`src/rtl/mbx_pkg.sv`:
```
package mbx_pkg;
   localparam logic [7:0] CMD_CLEAR     = 8'h00;
   localparam logic [7:0] CMD_RELAY_SET = 8'h01;
   localparam logic [7:0] CMD_RELAY_GET = 8'h02;
   localparam logic [7:0] CMD_QUERY     = 8'h03;
   localparam logic [7:0] CMD_FW_VER    = 8'h0E;
   localparam logic [7:0] CMD_HW_VER    = 8'h0F;

   typedef enum logic [1:0] {
      ENG_IDLE = 2'd0,
      ENG_RUN  = 2'd1,
      ENG_ECHO = 2'd2
   } eng_state_t;

   typedef struct packed {
      logic [7:0]  code;
      logic [15:0] arg;
   } mbx_req_t;
endpackage

```
`src/rtl/mbx_input_sampler.sv`:
```
module mbx_input_sampler #(
   parameter int REFRESH_CYC = 5000,
   parameter int SYNC_STAGES = 2,
   parameter int WIDTH       = 8
) (
   input  logic             clk,
   input  logic             rst_n,
   input  logic [WIDTH-1:0] din_raw,
   output logic [WIDTH-1:0] status
);
   localparam int RC_W = $clog2(REFRESH_CYC + 1);

   logic [RC_W-1:0]  ref_cnt;
   logic             tick;
   logic [WIDTH-1:0] synced;

   generate
      if (SYNC_STAGES == 0) begin : g_nosync
         assign synced = din_raw;
      end else begin : g_sync
         logic [WIDTH-1:0] chain [SYNC_STAGES];
         always_ff @(posedge clk) begin
            if (!rst_n) begin
               for (int s = 0; s < SYNC_STAGES; s++) chain[s] <= '0;
            end else begin
               chain[0] <= din_raw;
               for (int s = 1; s < SYNC_STAGES; s++) chain[s] <= chain[s-1];
            end
         end
         assign synced = chain[SYNC_STAGES-1];
      end
   endgenerate

   assign tick = (ref_cnt == RC_W'(REFRESH_CYC - 1));

   always_ff @(posedge clk) begin
      if (!rst_n) begin
         ref_cnt <= '0;
         status  <= '0;
      end else begin
         ref_cnt <= tick ? '0 : ref_cnt + 1'b1;
         if (tick) status <= synced;
      end
   end

   // status moves only on a refresh tick
   p_status_on_tick_r10: assert property (@(posedge clk) disable iff (!rst_n)
      (status != $past(status)) |-> $past(tick));
endmodule

```
`src/rtl/mbx_setting_bank.sv`:
```
module mbx_setting_bank
   import mbx_pkg::*;
#(
   parameter int SET_BASE  = 16,
   parameter int SET_COUNT = 64
) (
   input  logic        clk,
   input  logic        rst_n,
   input  logic        wr_en,
   input  logic [7:0]  wr_code,
   input  logic [15:0] wr_val,
   input  logic [7:0]  rd_code,
   output logic [15:0] rd_val,
   output logic [7:0]  relay
);
   logic [15:0] set_q [SET_COUNT];

   always_ff @(posedge clk) begin
      if (!rst_n) relay <= '0;
      else if (wr_en && wr_code == CMD_RELAY_SET) relay <= wr_val[7:0];
   end

   generate
      for (genvar i = 0; i < SET_COUNT; i++) begin : g_set
         always_ff @(posedge clk) begin
            if (!rst_n) set_q[i] <= '0;
            else if (wr_en && wr_code == 8'(SET_BASE + i)) set_q[i] <= wr_val;
         end
      end
   endgenerate

   always_comb begin
      rd_val = '0;
      if (rd_code == CMD_RELAY_SET) rd_val = {8'h00, relay};
      for (int i = 0; i < SET_COUNT; i++)
         if (rd_code == 8'(SET_BASE + i)) rd_val = set_q[i];
   end

   // relays move only on a relay-set write
   p_relay_write_only_r6: assert property (@(posedge clk) disable iff (!rst_n)
      (relay != $past(relay)) |-> ($past(wr_en) && $past(wr_code) == CMD_RELAY_SET));
endmodule

```
`src/rtl/mbx_cmd_engine.sv`:
```
module mbx_cmd_engine
   import mbx_pkg::*;
#(
   parameter int          LAT_CYC = 64,
   parameter logic [15:0] FW_VER  = 16'h0107,
   parameter logic [15:0] HW_VER  = 16'h0203
) (
   input  logic        clk,
   input  logic        rst_n,
   input  logic        start,
   input  mbx_req_t    req,
   output logic        busy,
   output logic [15:0] fb,
   output logic [7:0]  echo,
   output logic        bank_we,
   output logic [7:0]  bank_code,
   output logic [15:0] bank_val,
   output logic [7:0]  rd_code,
   input  logic [15:0] rd_val,
   input  logic [7:0]  relay
);
   localparam int CNT_W = $clog2(LAT_CYC + 2);

   eng_state_t       state;
   mbx_req_t         cur;
   logic [CNT_W-1:0] cnt;
   logic             done;
   logic [15:0]      result;

   assign busy      = (state != ENG_IDLE);
   assign done      = (state == ENG_RUN) && (cnt == '0);
   assign bank_we   = done;
   assign bank_code = cur.code;
   assign bank_val  = cur.arg;
   assign rd_code   = cur.arg[7:0];

   always_comb begin
      case (cur.code)
         CMD_RELAY_GET: result = {8'h00, relay};
         CMD_QUERY:     result = rd_val;
         CMD_FW_VER:    result = FW_VER;
         CMD_HW_VER:    result = HW_VER;
         default:       result = '0;
      endcase
   end

   always_ff @(posedge clk) begin
      if (!rst_n) begin
         state <= ENG_IDLE;
         cur   <= '0;
         cnt   <= '0;
         fb    <= '0;
         echo  <= '0;
      end else begin
         case (state)
            ENG_IDLE: if (start) begin
               cur   <= req;
               cnt   <= CNT_W'(LAT_CYC);
               state <= ENG_RUN;
            end
            ENG_RUN: begin
               if (done) begin
                  fb    <= result;
                  state <= ENG_ECHO;
               end else begin
                  cnt <= cnt - 1'b1;
               end
            end
            ENG_ECHO: begin
               echo  <= cur.code;
               state <= ENG_IDLE;
            end
            default: state <= ENG_IDLE;
         endcase
      end
   end

   // checker: cycles elapsed since the last accepted command
   logic [15:0] since;
   always_ff @(posedge clk) begin
      if (!rst_n)              since <= 16'hFFFF;
      else if (start && !busy) since <= '0;
      else if (since != 16'hFFFF) since <= since + 1'b1;
   end

   // echo changes exactly LAT_CYC+2 edges after the command write
   p_echo_latency_r3: assert property (@(posedge clk) disable iff (!rst_n)
      (echo != $past(echo)) |-> (since == 16'(LAT_CYC + 2)));
   // feedback is settled on the edge the echo moves
   p_fb_before_echo_r4: assert property (@(posedge clk) disable iff (!rst_n)
      (echo != $past(echo)) |-> (fb == $past(fb)));
   // running command is not disturbed
   p_cmd_hold_r11: assert property (@(posedge clk) disable iff (!rst_n)
      (busy && $past(busy)) |-> (cur == $past(cur)));
endmodule

```
`src/rtl/mbx_host_regs.sv`:
```
module mbx_host_regs
   import mbx_pkg::*;
#(
   parameter int ADDR_W  = 6,
   parameter int OUT_OFS = 12,
   parameter int IN_OFS  = 28
) (
   input  logic              clk,
   input  logic              rst_n,
   input  logic              bus_we,
   input  logic [ADDR_W-1:0] bus_addr,
   input  logic [7:0]        bus_wdata,
   output logic [7:0]        bus_rdata,
   input  logic              busy,
   output logic              start,
   output mbx_req_t          req,
   input  logic [15:0]       fb,
   input  logic [7:0]        echo,
   input  logic [7:0]        status
);
   localparam logic [ADDR_W-1:0] A_ARG_LO = ADDR_W'(OUT_OFS);
   localparam logic [ADDR_W-1:0] A_ARG_HI = ADDR_W'(OUT_OFS + 1);
   localparam logic [ADDR_W-1:0] A_CMD    = ADDR_W'(OUT_OFS + 2);
   localparam logic [ADDR_W-1:0] A_RSVD   = ADDR_W'(OUT_OFS + 3);
   localparam logic [ADDR_W-1:0] A_FB_LO  = ADDR_W'(IN_OFS);
   localparam logic [ADDR_W-1:0] A_FB_HI  = ADDR_W'(IN_OFS + 1);
   localparam logic [ADDR_W-1:0] A_ECHO   = ADDR_W'(IN_OFS + 2);
   localparam logic [ADDR_W-1:0] A_STAT   = ADDR_W'(IN_OFS + 3);

   logic [7:0] arg_lo, arg_hi, cmd_q;

   always_ff @(posedge clk) begin
      if (!rst_n) begin
         arg_lo <= '0;
         arg_hi <= '0;
         cmd_q  <= '0;
      end else if (bus_we) begin
         if (bus_addr == A_ARG_LO) arg_lo <= bus_wdata;
         if (bus_addr == A_ARG_HI) arg_hi <= bus_wdata;
         if (bus_addr == A_CMD)    cmd_q  <= bus_wdata;
      end
   end

   assign start = bus_we && (bus_addr == A_CMD) && !busy;
   assign req   = '{code: bus_wdata, arg: {arg_hi, arg_lo}};

   always_comb begin
      case (bus_addr)
         A_ARG_LO: bus_rdata = arg_lo;
         A_ARG_HI: bus_rdata = arg_hi;
         A_CMD:    bus_rdata = cmd_q;
         A_FB_LO:  bus_rdata = fb[7:0];
         A_FB_HI:  bus_rdata = fb[15:8];
         A_ECHO:   bus_rdata = echo;
         A_STAT:   bus_rdata = status;
         default:  bus_rdata = '0;
      endcase
   end

   // reserved outgoing byte always reads zero
   p_rsvd_zero_r2: assert property (@(posedge clk) disable iff (!rst_n)
      (bus_addr == A_RSVD) |-> (bus_rdata == 8'h00));
endmodule

```
`src/rtl/mbx_responder.sv`:
```
module mbx_responder
   import mbx_pkg::*;
#(
   parameter int          ADDR_W       = 6,
   parameter int          LAT_CYC      = 64,
   parameter int          MAX_RESP_CYC = 12500,
   parameter int          REFRESH_CYC  = 5000,
   parameter int          SYNC_STAGES  = 2,
   parameter int          SET_BASE     = 16,
   parameter int          SET_COUNT    = 64,
   parameter logic [15:0] FW_VER       = 16'h0107,
   parameter logic [15:0] HW_VER       = 16'h0203
) (
   input  logic              clk,
   input  logic              rst_n,
   input  logic              bus_we,
   input  logic [ADDR_W-1:0] bus_addr,
   input  logic [7:0]        bus_wdata,
   output logic [7:0]        bus_rdata,
   input  logic [7:0]        din_raw,
   output logic [7:0]        relay_o
);
   generate
      if (LAT_CYC + 2 > MAX_RESP_CYC) begin : g_chk_lat
         $error("response latency exceeds MAX_RESP_CYC");
      end
      if (REFRESH_CYC < 1 || SYNC_STAGES > REFRESH_CYC) begin : g_chk_ref
         $error("REFRESH_CYC must be at least 1 and at least SYNC_STAGES");
      end
      if (SET_BASE <= 15 || SET_BASE + SET_COUNT > 256) begin : g_chk_set
         $error("settings range must sit above 0x0F and below 0x100");
      end
      if ((1 << ADDR_W) < 32) begin : g_chk_addr
         $error("ADDR_W too small for the mailbox offsets");
      end
   endgenerate

   logic        busy, start;
   mbx_req_t    req;
   logic [15:0] fb;
   logic [7:0]  echo, status;
   logic        bank_we;
   logic [7:0]  bank_code, rd_code;
   logic [15:0] bank_val, rd_val;

   mbx_host_regs #(.ADDR_W(ADDR_W), .OUT_OFS(12), .IN_OFS(28)) u_host (
      .clk, .rst_n, .bus_we, .bus_addr, .bus_wdata, .bus_rdata,
      .busy, .start, .req, .fb, .echo, .status
   );

   mbx_cmd_engine #(.LAT_CYC(LAT_CYC), .FW_VER(FW_VER), .HW_VER(HW_VER)) u_eng (
      .clk, .rst_n, .start, .req, .busy, .fb, .echo,
      .bank_we, .bank_code, .bank_val, .rd_code, .rd_val, .relay(relay_o)
   );

   mbx_setting_bank #(.SET_BASE(SET_BASE), .SET_COUNT(SET_COUNT)) u_bank (
      .clk, .rst_n, .wr_en(bank_we), .wr_code(bank_code), .wr_val(bank_val),
      .rd_code, .rd_val, .relay(relay_o)
   );

   mbx_input_sampler #(.REFRESH_CYC(REFRESH_CYC), .SYNC_STAGES(SYNC_STAGES), .WIDTH(8)) u_din (
      .clk, .rst_n, .din_raw, .status
   );
endmodule

```
`config.mk`:
```
export PLATFORM = sky130hd
export DESIGN_NAME = mbx_responder
export DESIGN_NICKNAME = d
export VERILOG_FILES = /design/src/rtl/mbx_pkg.sv /design/src/rtl/mbx_input_sampler.sv /design/src/rtl/mbx_setting_bank.sv /design/src/rtl/mbx_cmd_engine.sv /design/src/rtl/mbx_host_regs.sv /design/src/rtl/mbx_responder.sv
export SDC_FILE = /design/constraint.sdc
export NUM_CORES = 2
export LEC_CHECK = 0
export BUFFER_PORTS_ARGS = -buffer_cell sky130_fd_sc_hd__buf_2
export CORE_ASPECT_RATIO = 0.7
export CORE_MARGIN = 4
export CORE_UTILIZATION = 40
export CTS_CLUSTER_DIAMETER = 120
export DETAILED_ROUTE_END_ITERATION = 6
export HOLD_SLACK_MARGIN = 0.1
export SLEW_MARGIN = 30
export SYNTH_ARGS = -nofsm -noshare
export SYNTH_HDL_FRONTEND = slang
export SYNTH_HIERARCHICAL = 1
export SYNTH_SLANG_ARGS = --single-unit
```
`constraint.sdc`:
```
create_clock -name clk -period 5.6 [get_ports clk]
set_input_delay 1.12 -clock clk [delete_from_list [all_inputs] [get_ports clk]]
set_output_delay 1.12 -clock clk [all_outputs]
set_load 0.02 [all_outputs]
```
# Word level (Yosys, flattened, before mapping)
# Memories as Yosys holds them, arrays and structs flattened. A register that Yosys moved wholly into a read port is not among the register bits.
# Cells that the tools add are included.
# Widths: inputs -> output; s select.
# totals
mem_count	2
output_inout_bits	16
ram_bits	1040
ff_bits	102
wordCells	644
in_bits	25
# op_classes
n_mux	333
reduce_logical	82
eq_ne	147
add_sub_neg	2
n_bitwise	67
# mem_list
memory	words	word_bits	read_ports	rd_ports_with_merged_regs	wr	line	text
u_bank.set_q	64	16	64	0	64	mbx_setting_bank.sv:16	logic [15:0] set_q [SET_COUNT];
u_din.g_sync.chain	2	8	2	1	2	mbx_input_sampler.sv:21	logic [WIDTH-1:0] chain [SYNC_STAGES];
# op_table
cell	count
$mux 16	128
$eq 8x6->1 const B	64
$eq 8x5->1 const B	32
$eq 8x7->1 const B	32
$mux 1	194
$logic_and 1x1->1	68
$or 1x1->1	66
$pmux 16 s4	1
$pmux 8 s7	1
$eq 6x5->1 const B	4
$mux 8	3
$eq 6x4->1 const B	3
$eq 8x1->1 const B	2
$eq 8x2->1 const B	2
$eq 8x4->1 const B	2
$mux 7	2
$pmux 7 s2	1
$add 13x1->13 const B	1
$eq 13x13->1 const B	1
$reduce_and 2->1	6
$logic_not 7->1	1
$sub 7x1->7 const B	1
$mux 2	2
$ne 2x2->1 const B	2
other kinds (10)	12

# Logic depth before layout (Yosys ltp)
# logic_depth
depth_word	67
mapped_depth	18
ltp_nobuf	11

# Cells and area by module
# Netlist, hierarchy kept.
# by_module_without_submodules
module	seq_area_each_um2	area_per_inst_um2	cells_each	instances
mbx_setting_bank	30909.6	49185.9	4025	1
mbx_cmd_engine	1141.1	2273.4	251	1
mbx_host_regs	480.5	1491.4	145	1
mbx_input_sampler	740.7	1295.0	122	1

# Least setup slack after synthesis
# OpenSTA, ideal clock, no wires.
# synth_timing
path_type	reg2reg
startpoint	register u_eng.cnt[0]
endpoint	memory u_bank.set_q[7][0], in the netlist u_bank/set_q[0][112], enable pin
arrival_time_ns	3.262
setup_slack_ns	1.927
synth_period_minus_slack_ns	3.673
t_required_ns	5.189
n_path_buf	2
path_stages_with_launch	10
setup_time_ns	0.411
cell_sequence	dfxtp_1 -> inv_1 -> ha_1 -> or3b_4 -> and4bb_2 -> nand2b_1 -> or3_1 -> clkbuf_1 -> clkbuf_1 -> o21ai_0
# synth_rtl
element	line	text
start: declaration	mbx_cmd_engine.sv:26	logic [CNT_W-1:0] cnt;
start signal: assignment	mbx_cmd_engine.sv:58	cnt <= CNT_W'(LAT_CYC);
start signal: assignment	mbx_cmd_engine.sv:66	cnt <= cnt - 1'b1;
end: declaration	mbx_setting_bank.sv:16	

# Final worst setup path
# layout_timing
startpoint	register u_eng.cur (netlist bit u_eng/bank_val[1])
endpoint	register u_eng.fb[0]
# layout_via
elab_chain_cells	67
elab_cells_between_ends	131
cone_classes	eq/ne (65); mux (66)
# layout_lines
element	line	text
start: declaration	mbx_cmd_engine.sv:25	mbx_req_t cur;
start signal: assignment	mbx_cmd_engine.sv:57	cur <= req;
$eq 8x1->1	mbx_setting_bank.sv:34	if (rd_code == CMD_RELAY_SET) rd_val = {8'h00, relay};
$mux 8	mbx_setting_bank.sv:34	
$mux 16 (63 in a row)	mbx_setting_bank.sv:36	if (rd_code == 8'(SET_BASE + i)) rd_val = set_q[i];
$mux 16 *	mbx_setting_bank.sv:36	
named net rd_val[0]	mbx_responder.sv:44	logic [15:0] bank_val, rd_val;
$pmux 16 s4 *	mbx_cmd_engine.sv:38	case (cur.code)
end signal: assignment	mbx_cmd_engine.sv:63	fb <= result;
end: declaration	mbx_cmd_engine.sv:13	output logic [15:0] fb,
# The timed path passes the listed nets; every way through them passes the cells marked *.
# A chain may end at the register's enable or synchronous reset.

==> flow_metrics.py <==
metrics = {
    "critical_path": {
        "ff2ff_path_depth": 10,
        "critPathBufInv": 1,
        "reg2reg_from": "u_eng/bank_val[1]$_SDFFE_PN0P_",
        "cpPeakStageDelay_ns": 0.87,
        "cpMostUsedCell": "a31oi_1",
        "cp-start-kind": "flip-flop",
        "crit_family": "compound AO/OA/AOI/OAI gates",
        "slowest_stage": "and4_1",
        "cp.depth": 10,
        "rrSetupSlack_ns": 0.54,
        "cp_cell_sequence": "buf_12, and4_1, nand2_1, o2111ai_1, and4b_1, a31oi_1, a31oi_1, mux2_2, a21oi_1, o2bb2ai_1",
        "critPathCapture": "u_eng/fb[0]$_SDFFE_PN0P_",
        "cp-startpoint": "u_eng/bank_val[1]$_SDFFE_PN0P_",
        "worstSetupPathType": "reg2reg",
        "end_kind": "flip-flop",
        "critPathRequiredTime_ns": 6.20,
        "critPathMaxFanout": 57,
        "rr_endpoint": "u_eng/fb[0]$_SDFFE_PN0P_",
        "crit_arrival_ns": 5.66,
    },
    "floorplan": {
        "core_sq_um": 134000,
        "num_rows": 112,
        "io_pins": 41,
        "initial_core_util": 0.405,
        "die-area_sq_um": 142000,
        "chipWidth_microns": 448,
        "die_h_microns": 316,
    },
    "finish": {
        "register_area_sq_um": 33300,
        "stdcell_area_sq_um": 60800,
        "fillers": 12200,
        "nNetsFinal": 4591,
        "post-route-util": 0.454,
        "multi_input_area_sq_um": 19200,
        "syn2layout_area_growth_pct": 12.2,
        "drive_gt1_frac": 0.136,
    },
    "hold_path": {
        "hp-class": "reg2reg",
        "hold_depth": 1,
    },
    "sta": {
        "fmax_mhz": 198,
        "skew_ns": 0.0368,
        "fin_crit_sh": 0.904,
        "max_slew_margin": 0.162,
        "worst_pin_slew_ns": 1.26,
        "grt_setup_unrepaired": "no",
        "finalHoldViolCount": 0,
        "finalSetupViolations": 0,
        "finalMaxSlewViolations": 0,
        "setup_tns_ns": 0,
        "fin_crit_ns": 5.06,
    },
    "pwr": {
        "power.share.combinational": 0.022,
        "power_density_nw_per_um2": 291,
        "sw_frac_of_total": 0.217,
        "power_frac_clock": 0.432,
        "seqPwrFrac": 0.546,
        "switchingPower_w": 0.00385,
        "internal-power_w": 0.0139,
        "peakVddDrop_mv": 0.254,
        "p_leak_nw": 21.3,
    },
    "cts": {
        "cts_tree": "done",
        "cts_hold_buffers": 0,
        "worstSkewPairLatency_ns": 0.77,
        "htree_levels": 3,
        "post_cts_buffers": 0,
        "clk_path_buf_depth": 3,
        "cts_root_buf": "clkbuf_16",
        "clk_pin_slew_ns": 0.07,
        "cts_buffers": 110,
        "cts_sinks": 1150,
        "post_cts_resized": 0,
    },
    "yosys": {
        "yosysSeqAreaShare": 0.613,
        "yosys.area.top_type": "edfxtp_1",
        "synth-seq-cells": 1150,
        "ys_types": 113,
        "synth.area.top_cells": "edfxtp_1, and2_1, dfxtp_1",
        "syn-instance-count": 4543,
        "synth_async_sr_flop_share": 0,
        "synth_common_cells": "and2_1, edfxtp_1, o21ai_0, clkbuf_1, nor2_1",
        "syn_nets": 4570,
        "synth_enable_flop_cells": 1024,
        "synth_area_sq_um": 54200,
        "synth_most_common_cell": "and2_1",
        "netlist.area_leader.share": 0.567,
        "synth.avg_cell_area_sq_um": 11.9,
        "synth_flop_cell": "edfxtp_1",
        "yosys_warnings": 6,
    },
    "drt": {
        "firstDrtPassIters": 7,
        "drtIter0Drc": 8226,
        "viasPerCell": 6.45,
        "routed_wl_mm": 230,
        "vias": 41500,
        "drc": 1,
        "routedWlPerCell_microns": 35.7,
        "drtAntennaViolNets": 0,
    },
    "grt": {
        "grt_pass1_vias": 38000,
        "grt_pass1_wl_mm": 313,
        "grt_usage": 0.318,
        "antenna_found_initial": 20,
        "grt_max_degree": 76,
        "grt_overflow": 0,
    },
    "placed_design": {
        "io_buffers": 40,
        "gp_congestion": 1.10,
        "placed_area_sq_um": 57100,
        "post-dp-hpwl_mm": 158,
    },
    "outcome": {
        "violations": "design-rule violations",
        "status": "finished with violations",
    },
    "flow_run": {
        "cap_viol_max_count": 0,
    },
}
==> worst min path at each step <==
stage                                                   start                             endpoint
after global routing      u_din/g_sync.chain[0][1]$_SDFF_PN0_  u_din/g_sync.chain[1][1]$_SDFF_PN0_
after CTS                 u_din/g_sync.chain[0][5]$_SDFF_PN0_  u_din/g_sync.chain[1][5]$_SDFF_PN0_
after floorplan           u_din/g_sync.chain[0][0]$_SDFF_PN0_  u_din/g_sync.chain[1][0]$_SDFF_PN0_
after detailed placement  u_din/g_sync.chain[0][5]$_SDFF_PN0_  u_din/g_sync.chain[1][5]$_SDFF_PN0_
after global placement    u_din/g_sync.chain[0][1]$_SDFF_PN0_  u_din/g_sync.chain[1][1]$_SDFF_PN0_
final                     u_din/g_sync.chain[0][5]$_SDFF_PN0_  u_din/g_sync.chain[1][5]$_SDFF_PN0_
==> power groups by stage <==
stage	sequential, W	combinational, W	clock [W]
after floorplan	0.00981	0.000196	0
after global placement	0.00985	0.000377	0
after detailed placement	0.00985	0.000379	0
after CTS	0.00967	0.000380	0.00771
after global routing	0.00968	0.000404	0.00808
final	0.00968	0.000389	0.00766
==> flip-flops by register name, summed over array words and instances, names as in the netlist, 8 cells and up <==
signal              cells
u_eng/fb               16
u_din/ref_cnt          13
u_bank/relay            8
u_host/arg_lo           8
u_eng/echo              8
u_host/cmd_q            8
u_host/arg_hi           8
u_eng/bank_code         8
u_din/status            8
u_eng/bank_val         16
u_din/g_sync.chain     16
u_bank/set_q         1024
==> cell type report <==
| class | instances | area share |
|---|---|---|
| multi-input cells | 2963 | 0.316 |
| inverters | 18 | 0.00111 |
| clock inverters | 54 | 0.00960 |
| flip-flops and latches | 1150 | 0.548 |
| clock buffers | 148 | 0.0493 |
| repair buffers | 321 | 0.0400 |
| well taps | 1767 | 0.0363 |
| diodes | 12 | 0.000494 |
==> metal layers <==
metal	GRT usage	share of wire	up-vias
li1	-	-	16700
met1	0.446	0.40	20700
met2	0.409	0.38	3500
met3	0.173	0.18	625
met4	0.109	0.043	20
met5	0.00709	0.0011	-
==> metrics by stage <==
stage	hold WS, ns	std cells	worst slack (ns)	power (W)
2_1_floorplan	0.412	4543	1.93	0.0100
3_3_place_gp	0.417	6215	1.02	0.0102
3_5_place_dp	0.423	6216	1.12	0.0102
4_1_cts	0.438	6418	1.07	0.0178
5_1_grt	0.448	6423	0.801	0.0182
6_report	0.435	6433	0.537	0.0177
==> cells by family after synthesis <==
family / after synthesis / share of synthesized area
compound gates: 985 / 0.119
xor+xnor: 13 / 0.00210
fa+ha+maj: 2 / 0.000461
buf+inv: 430 / 0.0374
flops: 1150 / 0.613
mux: 186 / 0.0375
simple gates: 1777 / 0.190
==> placed cells by master, fill, tap and decap left out, types with 41 or more instances in the layout <==
master / n
a21oi_1: 172
a22oi_1: 84
and2_1: 1048
buf_2: 42
buf_4: 268
clkbuf_16: 111
dfxtp_1: 110
edfxtp_1: 1024
mux2i_1: 144
nand2_1: 192
nand3_1: 41
nor2_1: 221
nor2b_1: 62
nor3_1: 50
o21ai_0: 181
o21ai_1: 69
o22ai_1: 132
Note: power is estimated with default switching activity, not from simulation.
